`config.mk`:
```
export PLATFORM = sky130hd
export DESIGN_NAME = outbound_xlat
export DESIGN_NICKNAME = d
export VERILOG_FILES = /design/src/rtl/oatu_pkg.sv /design/src/rtl/oatu_ctrl.sv /design/src/rtl/oatu_datapath.sv /design/src/rtl/outbound_xlat.sv
export SDC_FILE = /design/constraint.sdc
export NUM_CORES = 2
export LEC_CHECK = 0
export BUFFER_PORTS_ARGS = -buffer_cell sky130_fd_sc_hd__buf_2
export CAP_MARGIN = 20
export CORE_ASPECT_RATIO = 1.2
export CORE_MARGIN = 3
export CORE_UTILIZATION = 25
export CTS_BUF_LIST = sky130_fd_sc_hd__clkbuf_2
export CTS_CLUSTER_DIAMETER = 100
export DETAILED_ROUTE_END_ITERATION = 10
export HOLD_SLACK_MARGIN = 0.1
export PLACE_DENSITY_LB_ADDON = 0.15
export SLEW_MARGIN = 20
export SYNTH_ARGS = -nofsm -noshare
export SYNTH_HDL_FRONTEND = slang
export SYNTH_SLANG_ARGS = --single-unit
```
`constraint.sdc`:
```
create_clock -name clk -period 11.9 [get_ports clk]
set_clock_uncertainty 0.15 [all_clocks]
set_input_delay 0 -clock clk [delete_from_list [all_inputs] [get_ports clk]]
set_output_delay 0 -clock clk [all_outputs]
set_load 0.05 [all_outputs]
```
`src/rtl/oatu_pkg.sv`:
```
package oatu_pkg;

  localparam int REG_ADDR_W = 12;
  localparam int DATA_W     = 32;
  localparam int XADDR_W    = 64;
  localparam int TYPE_W     = 5;
  localparam int BDF_W      = 16;
  localparam int STB_IDX_W  = 4;

  localparam logic [REG_ADDR_W-1:0] OFS_SELECT  = 12'h900;
  localparam logic [REG_ADDR_W-1:0] OFS_CTRL1   = 12'h904;
  localparam logic [REG_ADDR_W-1:0] OFS_CTRL2   = 12'h908;
  localparam logic [REG_ADDR_W-1:0] OFS_BASE_LO = 12'h90C;
  localparam logic [REG_ADDR_W-1:0] OFS_BASE_HI = 12'h910;
  localparam logic [REG_ADDR_W-1:0] OFS_LIMIT   = 12'h914;
  localparam logic [REG_ADDR_W-1:0] OFS_TGT_LO  = 12'h918;
  localparam logic [REG_ADDR_W-1:0] OFS_TGT_HI  = 12'h91C;

  localparam logic [TYPE_W-1:0] TYPE_MEM  = 5'd0;
  localparam logic [TYPE_W-1:0] TYPE_IO   = 5'd2;
  localparam logic [TYPE_W-1:0] TYPE_CFG0 = 5'd4;
  localparam logic [TYPE_W-1:0] TYPE_CFG1 = 5'd5;

  localparam int ENABLE_BIT = 31;
  localparam int BARMODE_BIT = 30;

  typedef enum logic [2:0] {
    FLD_NONE,
    FLD_CTRL1,
    FLD_CTRL2,
    FLD_BASE_LO,
    FLD_BASE_HI,
    FLD_LIMIT,
    FLD_TGT_LO,
    FLD_TGT_HI
  } field_e;

  typedef struct packed {
    logic                 wrEn;
    logic                 rdEn;
    field_e               field;
    logic [STB_IDX_W-1:0] region;
    logic [DATA_W-1:0]    wdata;
  } strobes_t;

endpackage

```
`src/rtl/oatu_ctrl.sv`:
```
module oatu_ctrl
  import oatu_pkg::*;
#(
  parameter int NUM_REGIONS = 2,
  localparam int IDX_W = (NUM_REGIONS > 1) ? $clog2(NUM_REGIONS) : 1
) (
  input  logic                  clk,
  input  logic                  rstN,
  input  logic                  regWe,
  input  logic [REG_ADDR_W-1:0] regAddr,
  input  logic [DATA_W-1:0]     regWdata,
  input  logic [DATA_W-1:0]     fieldRdata,
  output strobes_t              stb,
  output logic [DATA_W-1:0]     regRdata
);

  localparam logic [IDX_W:0] REGION_COUNT = (IDX_W + 1)'(NUM_REGIONS);

  logic             selInbound;
  logic [IDX_W-1:0] selIndex;
  field_e           decField;
  logic             idxOk;
  logic             regionOk;
  logic             fieldHit;
  logic [DATA_W-1:0] selWord;

  // Selector register: direction and window number
  always_ff @(posedge clk) begin
    if (!rstN) begin
      selInbound <= 1'b0;
      selIndex   <= '0;
    end else if (regWe && regAddr == OFS_SELECT) begin
      selInbound <= regWdata[DATA_W-1];
      selIndex   <= regWdata[IDX_W-1:0];
    end
  end

  // Offset decode to a window field
  always_comb begin
    unique case (regAddr)
      OFS_CTRL1:   decField = FLD_CTRL1;
      OFS_CTRL2:   decField = FLD_CTRL2;
      OFS_BASE_LO: decField = FLD_BASE_LO;
      OFS_BASE_HI: decField = FLD_BASE_HI;
      OFS_LIMIT:   decField = FLD_LIMIT;
      OFS_TGT_LO:  decField = FLD_TGT_LO;
      OFS_TGT_HI:  decField = FLD_TGT_HI;
      default:     decField = FLD_NONE;
    endcase
  end

  assign idxOk    = {1'b0, selIndex} < REGION_COUNT;
  assign regionOk = !selInbound && idxOk;
  assign fieldHit = decField != FLD_NONE;

  always_comb begin
    stb.wrEn   = regWe && regionOk && fieldHit;
    stb.rdEn   = regionOk && fieldHit;
    stb.field  = decField;
    stb.region = STB_IDX_W'(selIndex);
    stb.wdata  = regWdata;
  end

  assign selWord  = {selInbound, {(DATA_W-1-IDX_W){1'b0}}, selIndex};
  assign regRdata = (regAddr == OFS_SELECT) ? selWord : fieldRdata;

  AST_INBOUND_WRITE_BLOCKED: assert property (@(posedge clk) disable iff (!rstN)
    (regWe && selInbound) |-> !stb.wrEn);

  AST_WRITE_NEEDS_STROBE: assert property (@(posedge clk) disable iff (!rstN)
    stb.wrEn |-> (regWe && regAddr != OFS_SELECT));

  AST_UNMAPPED_READS_ZERO: assert property (@(posedge clk) disable iff (!rstN)
    (regAddr < OFS_SELECT || regAddr > OFS_TGT_HI) |-> regRdata == '0);

endmodule

```
`src/rtl/oatu_datapath.sv`:
```
module oatu_datapath
  import oatu_pkg::*;
#(
  parameter int NUM_REGIONS = 2,
  localparam int IDX_W = (NUM_REGIONS > 1) ? $clog2(NUM_REGIONS) : 1
) (
  input  logic               clk,
  input  logic               rstN,
  input  strobes_t           stb,
  output logic [DATA_W-1:0]  fieldRdata,
  input  logic               xlatValid,
  input  logic [XADDR_W-1:0] xlatAddr,
  output logic               outValid,
  output logic               outHit,
  output logic [XADDR_W-1:0] outAddr,
  output logic [TYPE_W-1:0]  outType,
  output logic [IDX_W-1:0]   outRegion,
  output logic [BDF_W-1:0]   outBdf
);

  logic [DATA_W-1:0] baseLo  [NUM_REGIONS];
  logic [DATA_W-1:0] baseHi  [NUM_REGIONS];
  logic [DATA_W-1:0] limitLo [NUM_REGIONS];
  logic [DATA_W-1:0] tgtLo   [NUM_REGIONS];
  logic [DATA_W-1:0] tgtHi   [NUM_REGIONS];
  logic [TYPE_W-1:0] rType   [NUM_REGIONS];
  logic [NUM_REGIONS-1:0] rEnable;
  logic [NUM_REGIONS-1:0] rBarMode;

  logic [NUM_REGIONS-1:0] hitVec;
  logic [XADDR_W-1:0]     mapAddr [NUM_REGIONS];
  logic [BDF_W-1:0]       mapBdf  [NUM_REGIONS];

  logic               anyHit;
  logic [IDX_W-1:0]   selIdx;
  logic [XADDR_W-1:0] selAddr;
  logic [TYPE_W-1:0]  selType;
  logic [BDF_W-1:0]   selBdf;

  // Field storage: each word written on its own strobe
  always_ff @(posedge clk) begin
    if (!rstN) begin
      for (int i = 0; i < NUM_REGIONS; i++) begin
        baseLo[i]  <= '0;
        baseHi[i]  <= '0;
        limitLo[i] <= '0;
        tgtLo[i]   <= '0;
        tgtHi[i]   <= '0;
        rType[i]   <= '0;
      end
      rEnable  <= '0;
      rBarMode <= '0;
    end else if (stb.wrEn) begin
      for (int i = 0; i < NUM_REGIONS; i++) begin
        if (stb.region == STB_IDX_W'(i)) begin
          unique case (stb.field)
            FLD_CTRL1:   rType[i]   <= stb.wdata[TYPE_W-1:0];
            FLD_CTRL2: begin
              rEnable[i]  <= stb.wdata[ENABLE_BIT];
              rBarMode[i] <= stb.wdata[BARMODE_BIT];
            end
            FLD_BASE_LO: baseLo[i]  <= stb.wdata;
            FLD_BASE_HI: baseHi[i]  <= stb.wdata;
            FLD_LIMIT:   limitLo[i] <= stb.wdata;
            FLD_TGT_LO:  tgtLo[i]   <= stb.wdata;
            FLD_TGT_HI:  tgtHi[i]   <= stb.wdata;
            default: ;
          endcase
        end
      end
    end
  end

  // Read-back of the selected window
  always_comb begin
    fieldRdata = '0;
    if (stb.rdEn) begin
      for (int i = 0; i < NUM_REGIONS; i++) begin
        if (stb.region == STB_IDX_W'(i)) begin
          unique case (stb.field)
            FLD_CTRL1:   fieldRdata = DATA_W'(rType[i]);
            FLD_CTRL2:   fieldRdata = {rEnable[i], rBarMode[i], {(DATA_W-2){1'b0}}};
            FLD_BASE_LO: fieldRdata = baseLo[i];
            FLD_BASE_HI: fieldRdata = baseHi[i];
            FLD_LIMIT:   fieldRdata = limitLo[i];
            FLD_TGT_LO:  fieldRdata = tgtLo[i];
            FLD_TGT_HI:  fieldRdata = tgtHi[i];
            default:     fieldRdata = '0;
          endcase
        end
      end
    end
  end

  // Parallel window compare and offset translation
  for (genvar g = 0; g < NUM_REGIONS; g++) begin : gWindow
    logic [XADDR_W-1:0] winBase;
    logic [XADDR_W-1:0] winLast;
    logic [XADDR_W-1:0] winTarget;
    logic               isCfg;

    assign winBase   = {baseHi[g], baseLo[g]};
    assign winLast   = {baseHi[g], limitLo[g]};
    assign winTarget = {tgtHi[g], tgtLo[g]};
    assign isCfg     = (rType[g] == TYPE_CFG0) || (rType[g] == TYPE_CFG1);

    assign hitVec[g]  = rEnable[g] && (xlatAddr >= winBase) && (xlatAddr <= winLast);
    assign mapAddr[g] = winTarget + (xlatAddr - winBase);
    assign mapBdf[g]  = isCfg ? tgtLo[g][DATA_W-1:DATA_W-BDF_W] : '0;
  end

  // Lowest-numbered matching window wins
  always_comb begin
    anyHit  = 1'b0;
    selIdx  = '0;
    selAddr = xlatAddr;
    selType = TYPE_MEM;
    selBdf  = '0;
    for (int i = NUM_REGIONS - 1; i >= 0; i--) begin
      if (hitVec[i]) begin
        anyHit  = 1'b1;
        selIdx  = IDX_W'(i);
        selAddr = mapAddr[i];
        selType = rType[i];
        selBdf  = mapBdf[i];
      end
    end
  end

  // One result stage
  always_ff @(posedge clk) begin
    if (!rstN) begin
      outValid  <= 1'b0;
      outHit    <= 1'b0;
      outAddr   <= '0;
      outType   <= '0;
      outRegion <= '0;
      outBdf    <= '0;
    end else begin
      outValid <= xlatValid;
      if (xlatValid) begin
        outHit    <= anyHit;
        outAddr   <= selAddr;
        outType   <= selType;
        outRegion <= selIdx;
        outBdf    <= selBdf;
      end
    end
  end

  AST_RESULT_LATENCY: assert property (@(posedge clk) disable iff (!rstN)
    xlatValid |=> outValid);

  AST_MISS_PASSTHRU: assert property (@(posedge clk) disable iff (!rstN)
    (outValid && !outHit) |-> (outAddr == $past(xlatAddr) && outType == '0
                               && outRegion == '0 && outBdf == '0));

  AST_TAG_ONLY_CFG: assert property (@(posedge clk) disable iff (!rstN)
    (outValid && outType != TYPE_CFG0 && outType != TYPE_CFG1) |-> outBdf == '0);

  AST_DISABLED_NO_HIT: assert property (@(posedge clk) disable iff (!rstN)
    (xlatValid && rEnable == '0) |=> !outHit);

endmodule

```
`src/rtl/outbound_xlat.sv`:
```
module outbound_xlat
  import oatu_pkg::*;
#(
  parameter int NUM_REGIONS = 2,
  localparam int IDX_W = (NUM_REGIONS > 1) ? $clog2(NUM_REGIONS) : 1
) (
  input  logic        clk,
  input  logic        rstN,
  input  logic        regWe,
  input  logic [11:0] regAddr,
  input  logic [31:0] regWdata,
  output logic [31:0] regRdata,
  input  logic        xlatValid,
  input  logic [63:0] xlatAddr,
  output logic        outValid,
  output logic        outHit,
  output logic [63:0] outAddr,
  output logic [4:0]  outType,
  output logic [IDX_W-1:0] outRegion,
  output logic [15:0] outBdf
);

  strobes_t          stb;
  logic [DATA_W-1:0] fieldRdata;

  oatu_ctrl #(.NUM_REGIONS(NUM_REGIONS)) uCtrl (
    .clk        (clk),
    .rstN       (rstN),
    .regWe      (regWe),
    .regAddr    (regAddr),
    .regWdata   (regWdata),
    .fieldRdata (fieldRdata),
    .stb        (stb),
    .regRdata   (regRdata)
  );

  oatu_datapath #(.NUM_REGIONS(NUM_REGIONS)) uData (
    .clk        (clk),
    .rstN       (rstN),
    .stb        (stb),
    .fieldRdata (fieldRdata),
    .xlatValid  (xlatValid),
    .xlatAddr   (xlatAddr),
    .outValid   (outValid),
    .outHit     (outHit),
    .outAddr    (outAddr),
    .outType    (outType),
    .outRegion  (outRegion),
    .outBdf     (outBdf)
  );

endmodule

```
Word level (Yosys, flattened, before mapping)
Memories as Yosys holds them, arrays and structs flattened.
Index checks and enable logic that the tools add are counted.
Storage, ports and cells
  input bits: 112
  memories: 6
  bits in writable memories: 330
  bits in latches: 0
  register bits after elaboration: 94
  memory bits (read-only): 0
  logic and storage cells: 157
  output and inout bits: 120
Operators by class
  equal/unequal tests: 19
  reduce and logical (&&, ||, !) cells: 15
  add/subtract/negate cells: 4
  bitwise operators: 12
  muxes and demuxes: 85
  multipliers: 0
  shift-type cells: 0
  $lt $le $gt $ge: 4
  divide/modulo/power cells: 0
Memory list
  uData.baseHi: words 2, bits a word 32, rd ports 2, clocked after Yosys merged registers in 0, write ports 2, RTL line oatu_datapath.sv:22  | logic [DATA_W-1:0] baseHi [NUM_REGIONS];
  uData.baseLo: words 2, bits a word 32, rd ports 2, clocked after Yosys merged registers in 0, write ports 2, RTL line oatu_datapath.sv:21  | logic [DATA_W-1:0] baseLo [NUM_REGIONS];
  uData.limitLo: words 2, bits a word 32, rd ports 2, clocked after Yosys merged registers in 0, write ports 2, RTL line oatu_datapath.sv:23  | logic [DATA_W-1:0] limitLo [NUM_REGIONS];
  uData.tgtHi: words 2, bits a word 32, rd ports 2, clocked after Yosys merged registers in 0, write ports 2, RTL line oatu_datapath.sv:25  | logic [DATA_W-1:0] tgtHi [NUM_REGIONS];
  uData.tgtLo: words 2, bits a word 32, rd ports 2, clocked after Yosys merged registers in 0, write ports 2, RTL line oatu_datapath.sv:24  | logic [DATA_W-1:0] tgtLo [NUM_REGIONS];
  uData.rType: words 2, bits a word 5, rd ports 2, clocked after Yosys merged registers in 0, write ports 2, RTL line oatu_datapath.sv:26  | logic [TYPE_W-1:0] rType [NUM_REGIONS];
Operators with widths (number)
  $mux 32: 14
  $pmux 32 s7: 2
  $add 64x64->64: 2
  $ge 64x64->1: 2
  $le 64x64->1: 2
  $mux 64: 2
  $sub 64x64->64: 2
  $eq 12x12->1 const B: 8
  $mux 16: 4
  $mux 1: 58
  $pmux 3 s7: 1
  $eq 5x3->1 const B: 4
  $mux 5: 4
  $eq 3x3->1 const B: 4
  $or 1x1->1: 12
  $logic_and 1x1->1: 8
  $eq 3x2->1 const B: 2
  $reduce_and 3->1: 2
  $logic_not 4->1: 1
  $eq 3x1->1 const B: 1
  $reduce_bool 3->1: 1
  $logic_or 1x1->1: 2
  $logic_not 1->1: 1

Depth between registers and ports, before layout
  depth in word-level cells: 9
  mapped depth: 17
  mapped depth without buffers: 17

Hierarchy
From an unflattened synthesis, not the netlist that was laid out.
Second synthesis, totals
  cells, all modules: 3936
  area, all modules: 35027.3 µm²
By module, submodules not included
  oatu_datapath: seq. area each 11751.3 µm², cells each 3842, area each 34306.7 µm², times used 1
  oatu_ctrl: seq. area each 40.0 µm², cells each 94, area each 720.7 µm², times used 1

Worst setup path after synthesis
No wires, ideal clock.
  path type: input to register
  start point: input port regAddr[7]
  end point: memory uData.tgtLo[1][0], in the netlist uData.tgtLo[0][32], enable pin
  buffers on the path: 2
  arrival: 3.651 ns
  stages: 7
  data required time: 11.284 ns
  slack: 7.633 ns
  cells stage by stage: nor4b_1 > nand4b_1 > nor2_1 > nand2_1 > clkbuf_1 > clkbuf_1 > o21ai_0
RTL lines
  from (decl): RTL line outbound_xlat.sv:10  | input logic [11:0] regAddr,
  to (decl): RTL line oatu_datapath.sv:24

==> metrics.yaml <==
timing:
  tns_ns: 0
  hold_violations: 0
  tightest_slew_ns: 1.25
  slew_viol_final: 0
  hold_ws_ns: 0.300
  max_freq_ghz: 0.138
  fin_crit_sh_pct: 61.0
  slew_headroom_pct: 16.6
  rsz0062_at_grt: "no"
  min_period_ns: 7.25
  setup_violations: 0
critical_path:
  crit_family: "buffers and inverters"
  cp_cell_sequence: "ha_1, nand2b_1, a21o_1, a221oi_1, o211ai_1, a31oi_1, o31ai_1, or3b_4, buf_4, nand2_1, dlygate4sd3_1, o21ai_0, dlygate4sd3_1, nand2_1, dlygate4sd3_1, a21oi_1, dlygate4sd3_1"
  crit_fanout: 37
  startpoint_type: "register"
  path_class: "register to register"
  cpMaxStageDelayCell: "or3b_4"
  crit_buf_inv: 5
  crit_top_cell: "dlygate4sd3_1"
  cp.arrival_ns: 8.51
  cp_data_required_time_ns: 13.16
  end_kind: "register"
  slowest_delay_ns: 0.82
cts:
  h-tree-depth: 3
  cts_buffer_depth: 3
  clk_latency_ns: 1.50
  numCtsBuffers: 118
  post_cts_buffers: 0
  cts_root_buf: "clkbuf_2"
  cts-resized-gates: 0
  cts_tree: "done"
  clock_sinks: 424
  cts.reportedPaths.clkPinSlew_ns: 0.12
synth:
  syn-cell-area_mm2: 0.0344
  synthDistinctLibCells: 81
  synth_ff_type: "edfxtp_1"
  ys_seq_area_share_pct: 34.3
  yosysWarnings: 0
  synth_nets: 4402
  postSynthCellCount: 3844
  syn_area_per_cell_um2: 8.95
  synth-seq-cells: 424
  async_reset_ff_share_pct: 0
  synth-edff-count: 330
global_routing:
  grtUsageMet2_pct: 43.0
  grt_max_degree: 65
  grt_pass1_vias: 33800
  grt_pass1_wl_um: 260000
  grt_overflow_total: 0
  gr-usage-met1_pct: 33.4
  antenna_found_initial: 18
  top_usage_layer: "met2"
  use_met3_pct: 4.06
  track_usage_pct: 26.0
power:
  switching_power_w: 0.00208
  p_seq_share_pct: 35.4
  p_int_w: 0.00279
  cellLeakagePower_nw: 19.5
  sw_frac_of_total_pct: 42.7
  irDropWorstVdd_uv: 66.4
  power.share.clock_pct: 24.4
  combPwrFrac_pct: 40.2
  p_total_w: 0.00487
  power_density_mw_per_mm2: 113
placed_design:
  dp_hpwl_um: 142000
  gp_congestion: 0.965
  io_buffers: 231
  postPlaceCellArea_mm2: 0.0378
layout:
  fill_cells: 14700
  final_common_cell: "inv_1"
  final_cell_mix: "inv_1 (670), dlygate4sd3_1 (405), edfxtp_1 (330)"
  syn_to_final_growth_pct: 25.1
  nets: 5051
  drive_above_1_share_pct: 11.8
  seqCellArea_mm2: 0.0118
  fin_area_mm2: 0.0430
  multi_input_area_mm2: 0.0197
route:
  drc: 0
  ant_nets: 0
  vias: 33600
  routed_wirelength_um: 189000
  viasPerCell: 5.26
  dr.pass1.iters: 6
  wl_per_cell_um: 29.5
  drt_iter0_markers: 3698
floorplan:
  ios: 232
  die_h_um: 412
  rows: 148
  die_w_um: 345
  coreArea_mm2: 0.136
  start_util_pct: 25.3
  dieArea_mm2: 0.142
status:
  outcome: "complete, no violations"
run:
  maxCapViolations: 0
worst_hold_path:
  hold_path.class: "register to register"
[kinds of logic (layout without fill, tap and decap cells)]
kind of cell / Yosys count / in the layout / synth area share, %
mux: 49 / 49 / 1.54
flops: 424 / 424 / 34.3
simple gates: 955 / 955 / 13.8
compound gates: 1026 / 1026 / 19.3
buf+inv: 829 / 1575 / 9.13
other cells: 0 / 10 / 0
fa+ha+maj: 446 / 446 / 19.0
xor+xnor: 115 / 115 / 2.93
[synth_stat cells (all sizes together) (13+ instances only)]
| library cell | instances | area [um^2] |
|---|---|---|
| nor2 | 205 | 769 |
| buf | 25 | 121 |
| o2bb2ai | 16 | 203 |
| o211ai | 28 | 210 |
| o31ai | 17 | 128 |
| a22o | 17 | 149 |
| o21a | 19 | 143 |
| or3 | 13 | 81.3 |
| xnor2 | 71 | 622 |
| and3 | 18 | 113 |
| edfxtp | 330 | 9910 |
| a22oi | 16 | 120 |
| and2 | 177 | 1110 |
| nand4 | 64 | 400 |
| a21o | 82 | 616 |
| nand2 | 274 | 1030 |
| nor2b | 22 | 138 |
| o41ai | 29 | 254 |
| ha | 320 | 4000 |
| o21ai | 192 | 961 |
| inv | 673 | 2530 |
| o21bai | 30 | 229 |
| a31oi | 54 | 338 |
| a221oi | 47 | 412 |
| a21oi | 293 | 1470 |
| xor2 | 44 | 385 |
| nand2b | 14 | 95.1 |
| dfxtp | 94 | 1880 |
| clkbuf | 131 | 492 |
| nand3 | 61 | 305 |
| a211oi | 24 | 180 |
| nor3 | 44 | 231 |
| fa | 126 | 2520 |
| o22ai | 84 | 526 |
| mux2i | 44 | 440 |
| nor4 | 21 | 150 |
[per-layer routing]
layer  wire length [um]  vias up
met2              88100     1561
met1              78700    16800
met3              13000      337
met4               8990        2
met5                 13        -
li1                   -    14900
[stage by stage]
step           setup slack, ns  instances  util (%)
5_1_grt                   4.46       6394      31.6
6_report                  4.65       6400      31.6
3_5_place_dp              6.30       5767      27.8
4_1_cts                   4.76       6390      31.6
3_3_place_gp              5.86       5766      27.8
2_1_floorplan             7.63       3844         -
[final timing paths]
kind | slack, ns | to | startpoint | depth (start not counted)
setup / recovery | 4.65 | uData.outAddr[36]$_SDFFE_PN0P_ | uData.baseLo[0][32]$_DFFE_PP_ | 17
setup reg to reg | 4.65 | uData.outAddr[36]$_SDFFE_PN0P_ | uData.baseLo[0][32]$_DFFE_PP_ | 17
hold / removal | 0.30 | uData.outBdf[0]$_SDFFE_PN0P_ | uData.tgtLo[0][48]$_DFFE_PP_ | 1
hold reg to reg | 0.30 | uData.outBdf[0]$_SDFFE_PN0P_ | uData.tgtLo[0][48]$_DFFE_PP_ | 1
[final cells by class]
type	instances	area share, %
clock inverter	48	0.648
sequential	424	27.4
multi-input combinational	2591	45.8
antenna	10	0.0581
timing repair buffer	685	13.0
tap	1800	5.23
clock buffer	169	1.97
inverter	673	5.87
[flip-flops by register name (all words and copies together) (netlist names), 5 cells and up]
register	cells
uData.baseHi	64
uData.baseLo	64
uData.limitLo	64
uData.outAddr	64
uData.tgtHi	64
uData.tgtLo	64
uData.outBdf	16
uData.rType	10
uData.outType	5
[timing repair]
action / in CTS / in global routing
endpoints found under the setup margin: 0 / 0
hold endpoints to repair: 754 / 0
hold buffers: 406 / 0
[power by group through the flow]
| stage | Sequential, W | Clock, W | Combinational [W] |
|---|---|---|---|
| final | 0.00172 | 0.00119 | 0.00196 |
| after global routing | 0.00173 | 0.00130 | 0.00209 |
| after CTS | 0.00172 | 0.00123 | 0.00192 |
| after detailed placement | 0.00176 | 0 | 0.00180 |
| after global placement | 0.00176 | 0 | 0.00181 |
| after floorplan | 0.00178 | 0 | 0.00108 |
Power figures use the tool's default switching activity.
